### src/rtl/lpwr_pkg.sv
package lpwr_pkg;
  localparam int unsigned DATA_W = 8;
  localparam int unsigned ADDR_W = 4;
  localparam int unsigned PRIO_W = 4;

  typedef enum logic [1:0] {
    ST_RUN   = 2'd0,
    ST_SLEEP = 2'd1,
    ST_WAKE  = 2'd2
  } lp_state_t;
endpackage

### src/rtl/lpwr_cfg_reg.sv
module lpwr_cfg_reg #(
  parameter int unsigned DATA_W     = 8,
  parameter int unsigned ADDR_W     = 4,
  parameter int unsigned PRIO_W     = 4,
  parameter int unsigned ARM_BIT    = 7,
  parameter logic [ADDR_W-1:0] REG_OFFSET = 4'hF
) (
  input  logic              clk,
  input  logic              rst_n,
  input  logic              wr_en,
  input  logic [ADDR_W-1:0] addr,
  input  logic [DATA_W-1:0] wdata,
  input  logic              hold,
  output logic [DATA_W-1:0] rdata,
  output logic              arm,
  output logic [PRIO_W-1:0] level
);
  localparam logic [DATA_W-1:0] LVL_MASK = DATA_W'((1 << PRIO_W) - 1);
  localparam logic [DATA_W-1:0] ARM_MASK = DATA_W'(1) << ARM_BIT;
  localparam logic [DATA_W-1:0] WR_MASK  = LVL_MASK | ARM_MASK;

  logic [DATA_W-1:0] ctrl_q;
  logic              hit;

  assign hit = (addr == REG_OFFSET);

  always_ff @(posedge clk or negedge rst_n) begin
    if (!rst_n) begin
      ctrl_q <= '0;
    end else if (wr_en && hit && !hold) begin
      ctrl_q <= wdata & WR_MASK;
    end
  end

  assign rdata = hit ? ctrl_q : '0;
  assign arm   = ctrl_q[ARM_BIT];
  assign level = ctrl_q[PRIO_W-1:0];

  assert_cfg_frozen_R8: assert property (@(posedge clk) disable iff (!rst_n)
    hold |=> $stable(ctrl_q));

  assert_rsvd_zero_R2: assert property (@(posedge clk) disable iff (!rst_n)
    (rdata & ~WR_MASK) == '0);

  assert_miss_reads_zero_R2: assert property (@(posedge clk) disable iff (!rst_n)
    !hit |-> rdata == '0);
endmodule

### src/rtl/lpwr_wake_cmp.sv
module lpwr_wake_cmp #(
  parameter int unsigned PRIO_W = 4
) (
  input  logic              req_valid,
  input  logic [PRIO_W-1:0] req_prio,
  input  logic [PRIO_W-1:0] level,
  output logic              hit
);
  always_comb begin
    hit = 1'b0;
    if (req_valid && (req_prio > level)) begin
      hit = 1'b1;
    end
  end

  always_comb begin
    if (!req_valid) begin
      assert_novalid_nohit_R4: assert (!hit);
    end
  end
endmodule

### src/rtl/lpwr_seq_fsm.sv
module lpwr_seq_fsm
  import lpwr_pkg::*;
(
  input  logic clk,
  input  logic rst_n,
  input  logic arm,
  input  logic stopped,
  input  logic wake_hit,
  output logic asleep,
  output logic wake_pulse
);
  lp_state_t state_q, state_d;
  logic      pulse_q;

  always_comb begin
    state_d = state_q;
    unique case (state_q)
      ST_RUN:   if (stopped && arm) state_d = ST_SLEEP;
      ST_SLEEP: begin
        if (wake_hit)      state_d = ST_WAKE;
        else if (!stopped) state_d = ST_RUN;
      end
      ST_WAKE:  if (!stopped) state_d = ST_RUN;
      default:  state_d = ST_RUN;
    endcase
  end

  always_ff @(posedge clk or negedge rst_n) begin
    if (!rst_n) begin
      state_q <= ST_RUN;
      pulse_q <= 1'b0;
    end else begin
      state_q <= state_d;
      pulse_q <= (state_q == ST_SLEEP) && wake_hit;
    end
  end

  assign asleep     = (state_q == ST_SLEEP);
  assign wake_pulse = pulse_q;

  assert_enter_needs_arm_R3: assert property (@(posedge clk) disable iff (!rst_n)
    $rose(asleep) |-> $past(stopped && arm));

  assert_exit_onecycle_R6: assert property (@(posedge clk) disable iff (!rst_n)
    wake_pulse |=> !wake_pulse);

  assert_exit_from_sleep_R6: assert property (@(posedge clk) disable iff (!rst_n)
    wake_pulse |-> (!asleep && $past(asleep)));

  assert_return_run_R7: assert property (@(posedge clk) disable iff (!rst_n)
    (state_q == ST_WAKE && !stopped) |=> state_q == ST_RUN);
endmodule

### src/rtl/lpwr_wake_ctrl.sv
module lpwr_wake_ctrl
  import lpwr_pkg::*;
(
  input  logic              clk,
  input  logic              rst_n,
  input  logic              bus_wr,
  input  logic [ADDR_W-1:0] bus_addr,
  input  logic [DATA_W-1:0] bus_wdata,
  output logic [DATA_W-1:0] bus_rdata,
  input  logic              cpu_stopped,
  input  logic              irq_valid,
  input  logic [PRIO_W-1:0] irq_prio,
  output logic              wake_pending,
  output logic              enter_lp,
  output logic              exit_lp
);
  logic              arm;
  logic [PRIO_W-1:0] level;
  logic              hit;

  lpwr_cfg_reg #(
    .DATA_W(DATA_W), .ADDR_W(ADDR_W), .PRIO_W(PRIO_W),
    .ARM_BIT(DATA_W-1), .REG_OFFSET(ADDR_W'(15))
  ) u_cfg (
    .clk(clk), .rst_n(rst_n), .wr_en(bus_wr), .addr(bus_addr),
    .wdata(bus_wdata), .hold(enter_lp), .rdata(bus_rdata),
    .arm(arm), .level(level)
  );

  lpwr_wake_cmp #(.PRIO_W(PRIO_W)) u_cmp (
    .req_valid(irq_valid), .req_prio(irq_prio), .level(level), .hit(hit)
  );

  lpwr_seq_fsm u_fsm (
    .clk(clk), .rst_n(rst_n), .arm(arm), .stopped(cpu_stopped),
    .wake_hit(hit), .asleep(enter_lp), .wake_pulse(exit_lp)
  );

  assign wake_pending = hit;

  assert_exit_needs_valid_R4: assert property (@(posedge clk) disable iff (!rst_n)
    exit_lp |-> $past(irq_valid));

  assert_exit_strict_gt_R5: assert property (@(posedge clk) disable iff (!rst_n)
    exit_lp |-> $past(irq_prio > level));

  assert_equal_stays_R5: assert property (@(posedge clk) disable iff (!rst_n)
    (enter_lp && irq_prio == level && cpu_stopped) |=> enter_lp);
endmodule

### config.mk
export PLATFORM = sky130hd
export DESIGN_NAME = lpwr_wake_ctrl
export DESIGN_NICKNAME = d
export VERILOG_FILES = /design/src/rtl/lpwr_pkg.sv /design/src/rtl/lpwr_cfg_reg.sv /design/src/rtl/lpwr_wake_cmp.sv /design/src/rtl/lpwr_seq_fsm.sv /design/src/rtl/lpwr_wake_ctrl.sv
export SDC_FILE = /design/constraint.sdc
export NUM_CORES = 1
export LEC_CHECK = 0
export BUFFER_PORTS_ARGS = -buffer_cell sky130_fd_sc_hd__buf_2
export CAP_MARGIN = 30
export CORE_AREA = 2 2 39 41
export DETAILED_ROUTE_END_ITERATION = 10
export DIE_AREA = 0 0 41 43
export GPL_TIMING_DRIVEN = 1
export MAX_ROUTING_LAYER = met4
export PLACE_DENSITY = 0.85
export SLEW_MARGIN = 20
export SYNTH_ARGS = -nofsm -noshare
export SYNTH_HDL_FRONTEND = slang
export SYNTH_SLANG_ARGS = --single-unit
### constraint.sdc
create_clock -name clk -period 1.66 [get_ports clk]
set_clock_uncertainty 0.15 [all_clocks]
set_input_delay 0.083 -clock clk [delete_from_list [all_inputs] [get_ports clk]]
set_output_delay 0.083 -clock clk [all_outputs]
set_load 0.02 [all_outputs]
# After elaboration in Yosys (flattened, before gate mapping)
# Index checks and enable logic that the tools add are counted.
[word_totals]
output_inout_bits = 11
inputBits = 21
wordCells = 21
regBits = 8
[op_classes]
eq_ne = 4
reduce_logical = 7
magnitude_cmp = 1
mux = 6
[op_table]
columns = ["operator", "n"]
rows = [
  ["8-bit 2-to-1 mux", 1],
  ["2-bit 2-to-1 mux", 3],
  ["2-bit case mux with 3 select lines", 1],
  ["1-bit logical AND", 5],
  ["4-bit == test (second input constant)", 1],
  ["4-bit greater-than comparator", 1],
  ["2-bit by 1-bit == test with 1-bit output (second input constant)", 1],
  ["2-bit == test (second input constant)", 1],
  ["2-bit logical NOT", 1],
  ["2-bit by 1-bit inequality test with 1-bit output (second input constant)", 1],
  ["1-bit logical NOT", 1],
  ["1-bit 2-to-1 mux", 1],
]

# Logic depth before layout (Yosys ltp)
# Gate-level depths: netlist of the first run.
[logic_depth]
depth_word = 5
depth_mapped = 6
depth_no_buf = 6

# Hierarchy
# A second synthesis of the first run with hierarchy kept.
[unflattened]
hier_cells = 47
area_unflattened_um2 = 524.3
[by_module_without_submodules]
columns = ["module", "n_inst", "seq_area_each_um2", "cells_per_inst", "area_each_um2"]
rows = [
  ["lpwr_cfg_reg", 1, 125.1, 22, 295.3],
  ["lpwr_seq_fsm", 1, 75.1, 11, 130.1],
  ["lpwr_wake_cmp", 1, 0.0, 14, 98.8],
]

# Worst setup path after synthesis of the first run
# OpenSTA, ideal clock, no wires.
[synth_timing]
path_type = "register -> register"
start = "register u_cfg.ctrl_q[1]"
end = "register u_fsm.state_q[0]"
slack_ps = -45
period_less_slack_ps = 1705
required_time_ps = 1365
stages_incl_launch_ff = 7
path_buffers = 0
arrival_ps = 1410
path_cell_list = "dfrtp_1 -> inv_1 -> ha_1 -> nor2b_1 -> o211ai_1 -> a21oi_1 -> a21oi_1"
[synth_via]
elab_chain_cells = 5
[synth_lines]
columns = ["element", "line", "rtl"]
rows = [
  ["start, declared", "lpwr_cfg_reg.sv:22", "logic [DATA_W-1:0] ctrl_q;"],
  ["start signal, assigned", "lpwr_cfg_reg.sv:31", "ctrl_q <= wdata & WR_MASK;"],
  ["4-bit greater-than comparator", "lpwr_wake_cmp.sv:11", "if (req_valid && (req_prio > level)) begin"],
  ["1-bit logical AND", "lpwr_wake_cmp.sv:11", ""],
  ["1-bit 2-to-1 mux", "lpwr_wake_cmp.sv:11", ""],
  ["net wake_pending", "lpwr_wake_ctrl.sv:13", "output logic wake_pending,"],
  ["2-bit 2-to-1 mux", "lpwr_seq_fsm.sv:20", "if (wake_hit) state_d = ST_WAKE;"],
  ["2-bit case mux with 3 select lines", "lpwr_seq_fsm.sv:17", "unique case (state_q)"],
  ["end signal, assigned", "lpwr_seq_fsm.sv:33", "state_q <= state_d;"],
  ["end, declared", "lpwr_seq_fsm.sv:12", "lp_state_t state_q, state_d;"],
]
# The timed path passes the listed nets, and every way through them passes these cells.
# A chain may end at the register's enable or synchronous reset.

# Worst setup path in the final report of the first run
[layout_timing]
start = "register u_cfg.ctrl_q[1]"
end = "output wake_pending"
[layout_via]
elab_chain_cells = 3
[layout_lines]
columns = ["element", "line"]
rows = [
  ["4-bit greater-than comparator", "lpwr_wake_cmp.sv:11"],
  ["1-bit logical AND", "lpwr_wake_cmp.sv:11"],
  ["1-bit 2-to-1 mux", "lpwr_wake_cmp.sv:11"],
  ["end, declared", "lpwr_wake_ctrl.sv:13"],
]
# No other way between the ends.

==> results.tsv, run 1 <==
stage	metric	value	unit
synthesis	synthFlopType	dfrtp_1	
pwr	clkPwrFrac	0.215	
synthesis	synth_area	518	um^2
clocking	htreeDepth	1	
detailed_routing	drc	0	
clocking	cts_buffers	3	
sta	worst_slack	-0.0581	ns
worst_setup_path	crit_path_end	wake_pending	
grt	gr-total-overflow	0	
pwr	internal-power	0.466	mW
worst_setup_path	cp_cell_sequence	inv_2 -> ha_4 -> nor2b_1 -> o211ai_1 -> a21oi_2 -> buf_4	
sta	fmax	582	MHz
final_layout	stdcell_count	97	
synthesis	ys_ff_latch	8	
worst_setup_path	r2r_cells	7	
placed_design	numPortBuffers	25	
final_layout	nets	108	
final_layout	drive_above_1_share	0.605	
clocking	cts_num_sinks	8	
synthesis	synth_cell_types	18	
detailed_routing	vias	458	
grt	grt_first_pass_wirelength	1.75	mm
final_layout	antenna_cells	0	
worst_setup_path	reg2reg_slack	0.04	ns
detailed_routing	firstDrtPassIters	4	
synthesis	ys.warnings.count	0	
sta	slew_viol_final	0	
grt	grt_antenna_before_repair	0	
worst_setup_path	cp_top_family	flip-flops	
clocking	clockBufferDepth	2	
worst_setup_path	reg2reg_from	u_cfg.ctrl_q[1]	
clocking	cts_tree	done	
final_layout	num-fill-cells	127	
placed_design	placed_cells	85	
detailed_routing	vias_per_cell	4.72	
detailed_routing	drt_iter0_markers	2	
worst_setup_path	setup.worst_path.end_class	primary output	
synthesis	seq_area_frac_synth	0.386	
detailed_routing	wire_per_inst	12.3	um
pwr	p_sw	0.216	mW
floorplan	rows	14	
grt	grt_pass1_vias	458	
synthesis	synth-edff-count	0	
worst_setup_path	cp-startpoint	u_cfg.ctrl_q[1]	
grt	grt_start_max_net_pins	9	
floorplan	core_region_area	1380	um^2
floorplan	die_h	43	um
final_layout	syn2layout_area_growth	51.9	%
worst_setup_path	worstSetupStartpointType	flip-flop	
pwr	leakagePower	0.445	nW
floorplan	initial_core_util	0.374	
clocking	clk_latency	0.25	ns
clocking	cts-root-buf	clkbuf_4	
synthesis	yosys.area.top_type	dfrtp_1	
sta	post-route-min-period	1.72	ns
placed_design	place.gp.congestion	0.808	
worst_setup_path	r2r-end	u_fsm.wake_pulse	
synthesis	yosysTopAreaCellShare	0.386	
status	status	finished with violations	
floorplan	pin_count	32	
pwr	comb_power_share	0.391	
pwr	p_seq_frac	0.394	
worst_setup_path	critical-path-max-stage-delay	0.39	ns
pwr	powerDensity	867	nW/um^2
worst_setup_path	slowest_stage	dfrtp_1	
synthesis	syn_inst	45	
grt	grt_usage	0.157	
sta	rsz0062_at_grt	true	
job	max_cap_violations	0	
worst_hold_path	min_path_type	in -> async	
synthesis	synth.most_common_cell	dfrtp_1	
detailed_routing	postRouteAntennaNets	0	
pwr	power.total	0.683	mW
floorplan	die_w	41	um
worst_setup_path	cp_data_required_time	1.43	ns
sta	period_share	1.03	
worst_setup_path	path_max_fanout	2	
detailed_routing	drt-total-wl	1.20	mm
clocking	clk_pin_slew	0.06	ns
synthesis	synth_commonest_cells	dfrtp_1, and2_2, mux2_4	
status	violations	setup timing	
synthesis	postSynthAreaPerCell	11.5	um^2
final_layout	seqCellArea	200	um^2
pwr	peakVddDrop	491	uV
worst_setup_path	critPathBufInv	2	
worst_setup_path	criticalPathCategory	reg -> out	
sta	hold_viol	0	
sta	setup_violations	1	
synthesis	synth_area_leaders	dfrtp_1, mux2_4, ha_1	
floorplan	die_area	1760	um^2
final_layout	multi_input_area	317	um^2
synthesis	synthArstFlopShare	1.00	
worst_setup_path	crit_arrival	1.49	ns
worst_setup_path	crit_cells	6	
pwr	sw_frac_of_total	0.317	
worst min path at each step:
stage,startpoint,end,slack [ns],depth (start not counted)
after global placement,rst_n,u_fsm.wake_pulse,-0.22,1
after detailed placement,rst_n,u_fsm.wake_pulse,-0.21,1
after floorplan,rst_n,u_cfg.ctrl_q[0],-0.36,0
final,rst_n,u_cfg.ctrl_q[2],0.06,2
after CTS,rst_n,u_fsm.wake_pulse,0.06,2
after global routing,rst_n,u_fsm.wake_pulse,0.07,2
cell families after synthesis:
logic type / count (synthesis) / synth area share
flops: 8 / 0.386
mux: 5 / 0.145
fa+ha+maj: 4 / 0.0966
buf+inv: 7 / 0.0725
simple gates: 14 / 0.222
compound gates: 6 / 0.0700
other cells: 1 / 0.00724
repair_timing:
| item | 4_1_cts | 5_1_grt |
|---|---|---|
| setup buffers | 2 | 0 |
| pin swaps | 1 | 3 |
| cloned | 0 | 0 |
| endpoints found under the hold margin | 14 | 0 |
| resized for setup | 1 | 5 |
| setup endpoints to repair | 1 | 4 |
| hold buffers | 7 | 0 |
state kept, by name (all words and copies together) (netlist names):
name	count
u_cfg.ctrl_q	5
u_fsm.state_q	2
u_fsm.wake_pulse	1
routing by layer:
layer	global-route usage	share of wire
met1	0.148	0.37
met2	0.269	0.57
met3	0.0157	0.049
met4	0.120	0.018
met5	-	0
layout by cell type (no fill, tap or decap):
cell and n:
a21oi_1 1, a21oi_2 2, and2_2 5, and2_4 1
and4_4 1, buf_2 24, buf_4 3, clkbuf_4 3
conb_1 3, dfrtp_1 8, dlygate4sd3_1 7, ha_1 3
ha_4 1, inv_1 3, inv_2 1, mux2_4 5
nand2_1 2, nand3b_4 1, nand4_1 1, nor2b_1 2
nor2b_4 1, o211ai_1 1, o21ai_0 1, o2bb2ai_2 1
power groups by stage:
stage          combinational (mW)  clock, mW  sequential, mW
2_1_floorplan               0.157          0           0.264
3_3_place_gp                0.203          0           0.268
3_5_place_dp                0.215          0           0.270
4_1_cts                     0.247      0.152           0.265
5_1_grt                     0.292      0.161           0.275
6_report                    0.267      0.147           0.269
stage by stage:
| stage | TNS [ns] | instance area [um^2] | util | setup WS (ns) | hold WS, ns |
|---|---|---|---|---|---|
| after global routing | -0.174 | 787 | 0.569 | -0.140 | 0.0727 |
| final | -0.0581 | 787 | 0.569 | -0.0581 | 0.0551 |
| after floorplan | 0 | 529 | - | 0.106 | -0.363 |
| after CTS | -0.0746 | 762 | 0.551 | -0.0746 | 0.0598 |
| after global placement | 0 | 652 | 0.471 | 0.110 | -0.221 |
| after detailed placement | 0 | 652 | 0.471 | 0.0699 | -0.213 |
layout make-up:
type	instances	share of cell area
multi-input cells	32	0.402
repair buffers	34	0.270
flip-flops and latches	8	0.254
clock buffers	3	0.0286
well taps	16	0.0254
inverters	4	0.0191
worst reg2reg max path, cell delays in order, from the launching register on:
cell	delay (ns)
dfrtp_1	0.39
inv_2	0.08
ha_4	0.20
nor2b_1	0.12
o211ai_1	0.20
a21oi_2	0.09
buf_4	0.16
and2_4	0.13
No activity file was read; power rests on OpenSTA's default activity.
==> run 2: changes to the inputs <==
--- a/config.mk
+++ b/config.mk
@@ -12,7 +12,7 @@
 export DIE_AREA = 0 0 41 43
 export GPL_TIMING_DRIVEN = 1
 export MAX_ROUTING_LAYER = met4
-export PLACE_DENSITY = 0.85
+export PLACE_DENSITY = 0.73
 export SLEW_MARGIN = 20
 export SYNTH_ARGS = -nofsm -noshare
 export SYNTH_HDL_FRONTEND = slang
==> results.tsv, run 2 (synthesis results as in run 1) <==
stage	metric	value	unit	change
status	status	finished with violations		
status	violations	setup timing		
pwr	powerDensity	861	nW/um^2	-0.76%
sta	period_share	1.03		about the same
clocking	cts_num_sinks	8		unchanged
floorplan	die_w	41	um	unchanged
detailed_routing	drc	0		unchanged
final_layout	multi_input_area	304	um^2	-4.0%
final_layout	stdcell_count	98		+1.0%
floorplan	pin_count	32		unchanged
sta	worst_slack	-0.0567	ns	+0.00138 ns
worst_setup_path	worstSetupStartpointType	flip-flop		
worst_setup_path	setup.worst_path.end_class	primary output		
clocking	clk_latency	0.26	ns	about the same
floorplan	core_region_area	1380	um^2	unchanged
sta	fmax	583	MHz	about the same
worst_setup_path	cp_cell_sequence	inv_2 -> ha_4 -> nor2b_1 -> o211ai_1 -> a21oi_2 -> buf_4		
placed_design	dp_hpwl	773	um	
final_layout	layout_common_cells	buf_2, dfrtp_1, dlygate4sd3_1		
worst_hold_path	min_path_type	in -> async		
job	max_cap_violations	0		unchanged
final_layout	final_common_cell	buf_2		
detailed_routing	wire_per_inst	10.7	um	-13%
sta	setup_violations	1		unchanged
sta	post-route-min-period	1.72	ns	-0.00138 ns
placed_design	numPortBuffers	25		unchanged
floorplan	die_h	43	um	unchanged
final_layout	fin_util	0.565		-0.00362
pwr	power.total	0.673	mW	-1.4%
grt	grt_pass1_vias	446		-2.6%
final_layout	top_register	u_cfg.ctrl_q		
clocking	cts_tree	done		
detailed_routing	vias	433		-5.5%
final_layout	seqCellArea	200	um^2	unchanged
sta	slew_viol_final	0		unchanged
final_layout	syn2layout_area_growth	51.0	%	
worst_setup_path	slowest_stage	dfrtp_1		
detailed_routing	firstDrtPassIters	4		unchanged
grt	grt_antenna_before_repair	0		unchanged
worst_setup_path	cp_data_required_time	1.43	ns	about the same
clocking	cts-root-buf	clkbuf_4		
worst_setup_path	criticalPathCategory	reg -> out		
clocking	clk_pin_slew	0.05	ns	about the same
worst_setup_path	crit_arrival	1.48	ns	about the same
detailed_routing	drt-total-wl	1.05	mm	-12%
final_layout	num-fill-cells	142		+12%
sta	hold_viol	0		unchanged
placed_design	dp_slack	0.112	ns	+0.0421 ns
detailed_routing	drt_iter0_markers	1		-1
placed_design	place.gp.congestion	0.736		-8.9%
placed_design	placed_cells	85		unchanged
worst_setup_path	critical-path-max-stage-delay	0.35	ns	-0.04 ns
grt	grt_usage	0.154		-0.00361
grt	grt_first_pass_wirelength	1.69	mm	-3.2%
final_layout	antenna_cells	0		unchanged
detailed_routing	postRouteAntennaNets	0		unchanged
final_layout	nets	109		+0.93%
worst_setup_path	reg2reg_slack	0.07	ns	+0.03 ns
clocking	htreeDepth	1		unchanged
clocking	clockBufferDepth	2		unchanged
sta	rsz0062_at_grt	true		
final_layout	drive_above_1_share	0.573		-0.0318
floorplan	die_area	1760	um^2	unchanged
grt	gr-total-overflow	0		unchanged
floorplan	rows	14		unchanged
pwr	leakagePower	0.446	nW	+0.29%
final_layout	largest_reg_flops	5		unchanged
sta	fin_tns_setup	-0.0567	ns	+0.00138 ns
worst_setup_path	path_max_fanout	2		unchanged
floorplan	initial_core_util	0.374		unchanged
pwr	peakVddDrop	451	uV	-8.1%
grt	grt_start_max_net_pins	9		unchanged
clocking	cts_buffers	3		unchanged
detailed_routing	vias_per_cell	4.42		-6.4%
run 2: worst max-delay path: cells and delay by family (launching register included):
kind	cells	cell delay (ns)
flops	1	0.35
compound gates	2	0.29
fa+ha+maj	1	0.25
buf+inv	2	0.22
simple gates	1	0.12
run 2: metrics by stage:
step / cell area (um^2) / hold WS [ns]
3_3_place_gp: 652 / -0.218
2_1_floorplan: 529 / -0.363
6_report: 782 / 0.0460
4_1_cts: 762 / 0.0387
3_5_place_dp: 652 / -0.215
5_1_grt: 782 / 0.0639
run 2: report_power, final:
| part | internal (mW) | switching [mW] | total (mW) |
|---|---|---|---|
| registers | 0.235 | 0.0308 | 0.266 |
| clock network | 0.0827 | 0.0659 | 0.149 |
| logic | 0.149 | 0.109 | 0.259 |
| total | 0.467 | 0.206 | 0.673 |
run 2: layer usage:
metal,up-vias,share of wire,GRT usage
met5,-,0,-
met4,0,0.016,0.100
met3,3,0.085,0.0628
met2,21,0.51,0.238
met1,189,0.39,0.150
li1,220,-,-
run 2: worst paths after layout:
| check | cells past startpoint | from | endpoint |
|---|---|---|---|
| min in group clk | 3 | bus_wr | u_cfg.ctrl_q[2] |
| min | 2 | rst_n | u_fsm.wake_pulse |
| min reg2reg | 1 | u_fsm.state_q[0] | u_fsm.state_q[0] |
| max reg2reg | 7 | u_cfg.ctrl_q[1] | u_fsm.state_q[1] |
| max in group asynchronous | 2 | rst_n | u_fsm.state_q[1] |
| max | 6 | u_cfg.ctrl_q[1] | wake_pending |
run 2: cell type report:
class	instances	area share
multi-input cells	32	0.389
inverters	4	0.0192
well taps	16	0.0256
clock buffers	3	0.0288
flip-flops and latches	8	0.256
repair buffers	35	0.282
run 2: repair_timing:
item / CTS / global route
resized for setup: 1 / 2
setup endpoints to repair: 1 / 4
hold buffers: 7 / 0
hold endpoints to repair: 14 / 0
pin swaps: 1 / 3
setup buffers: 2 / 1
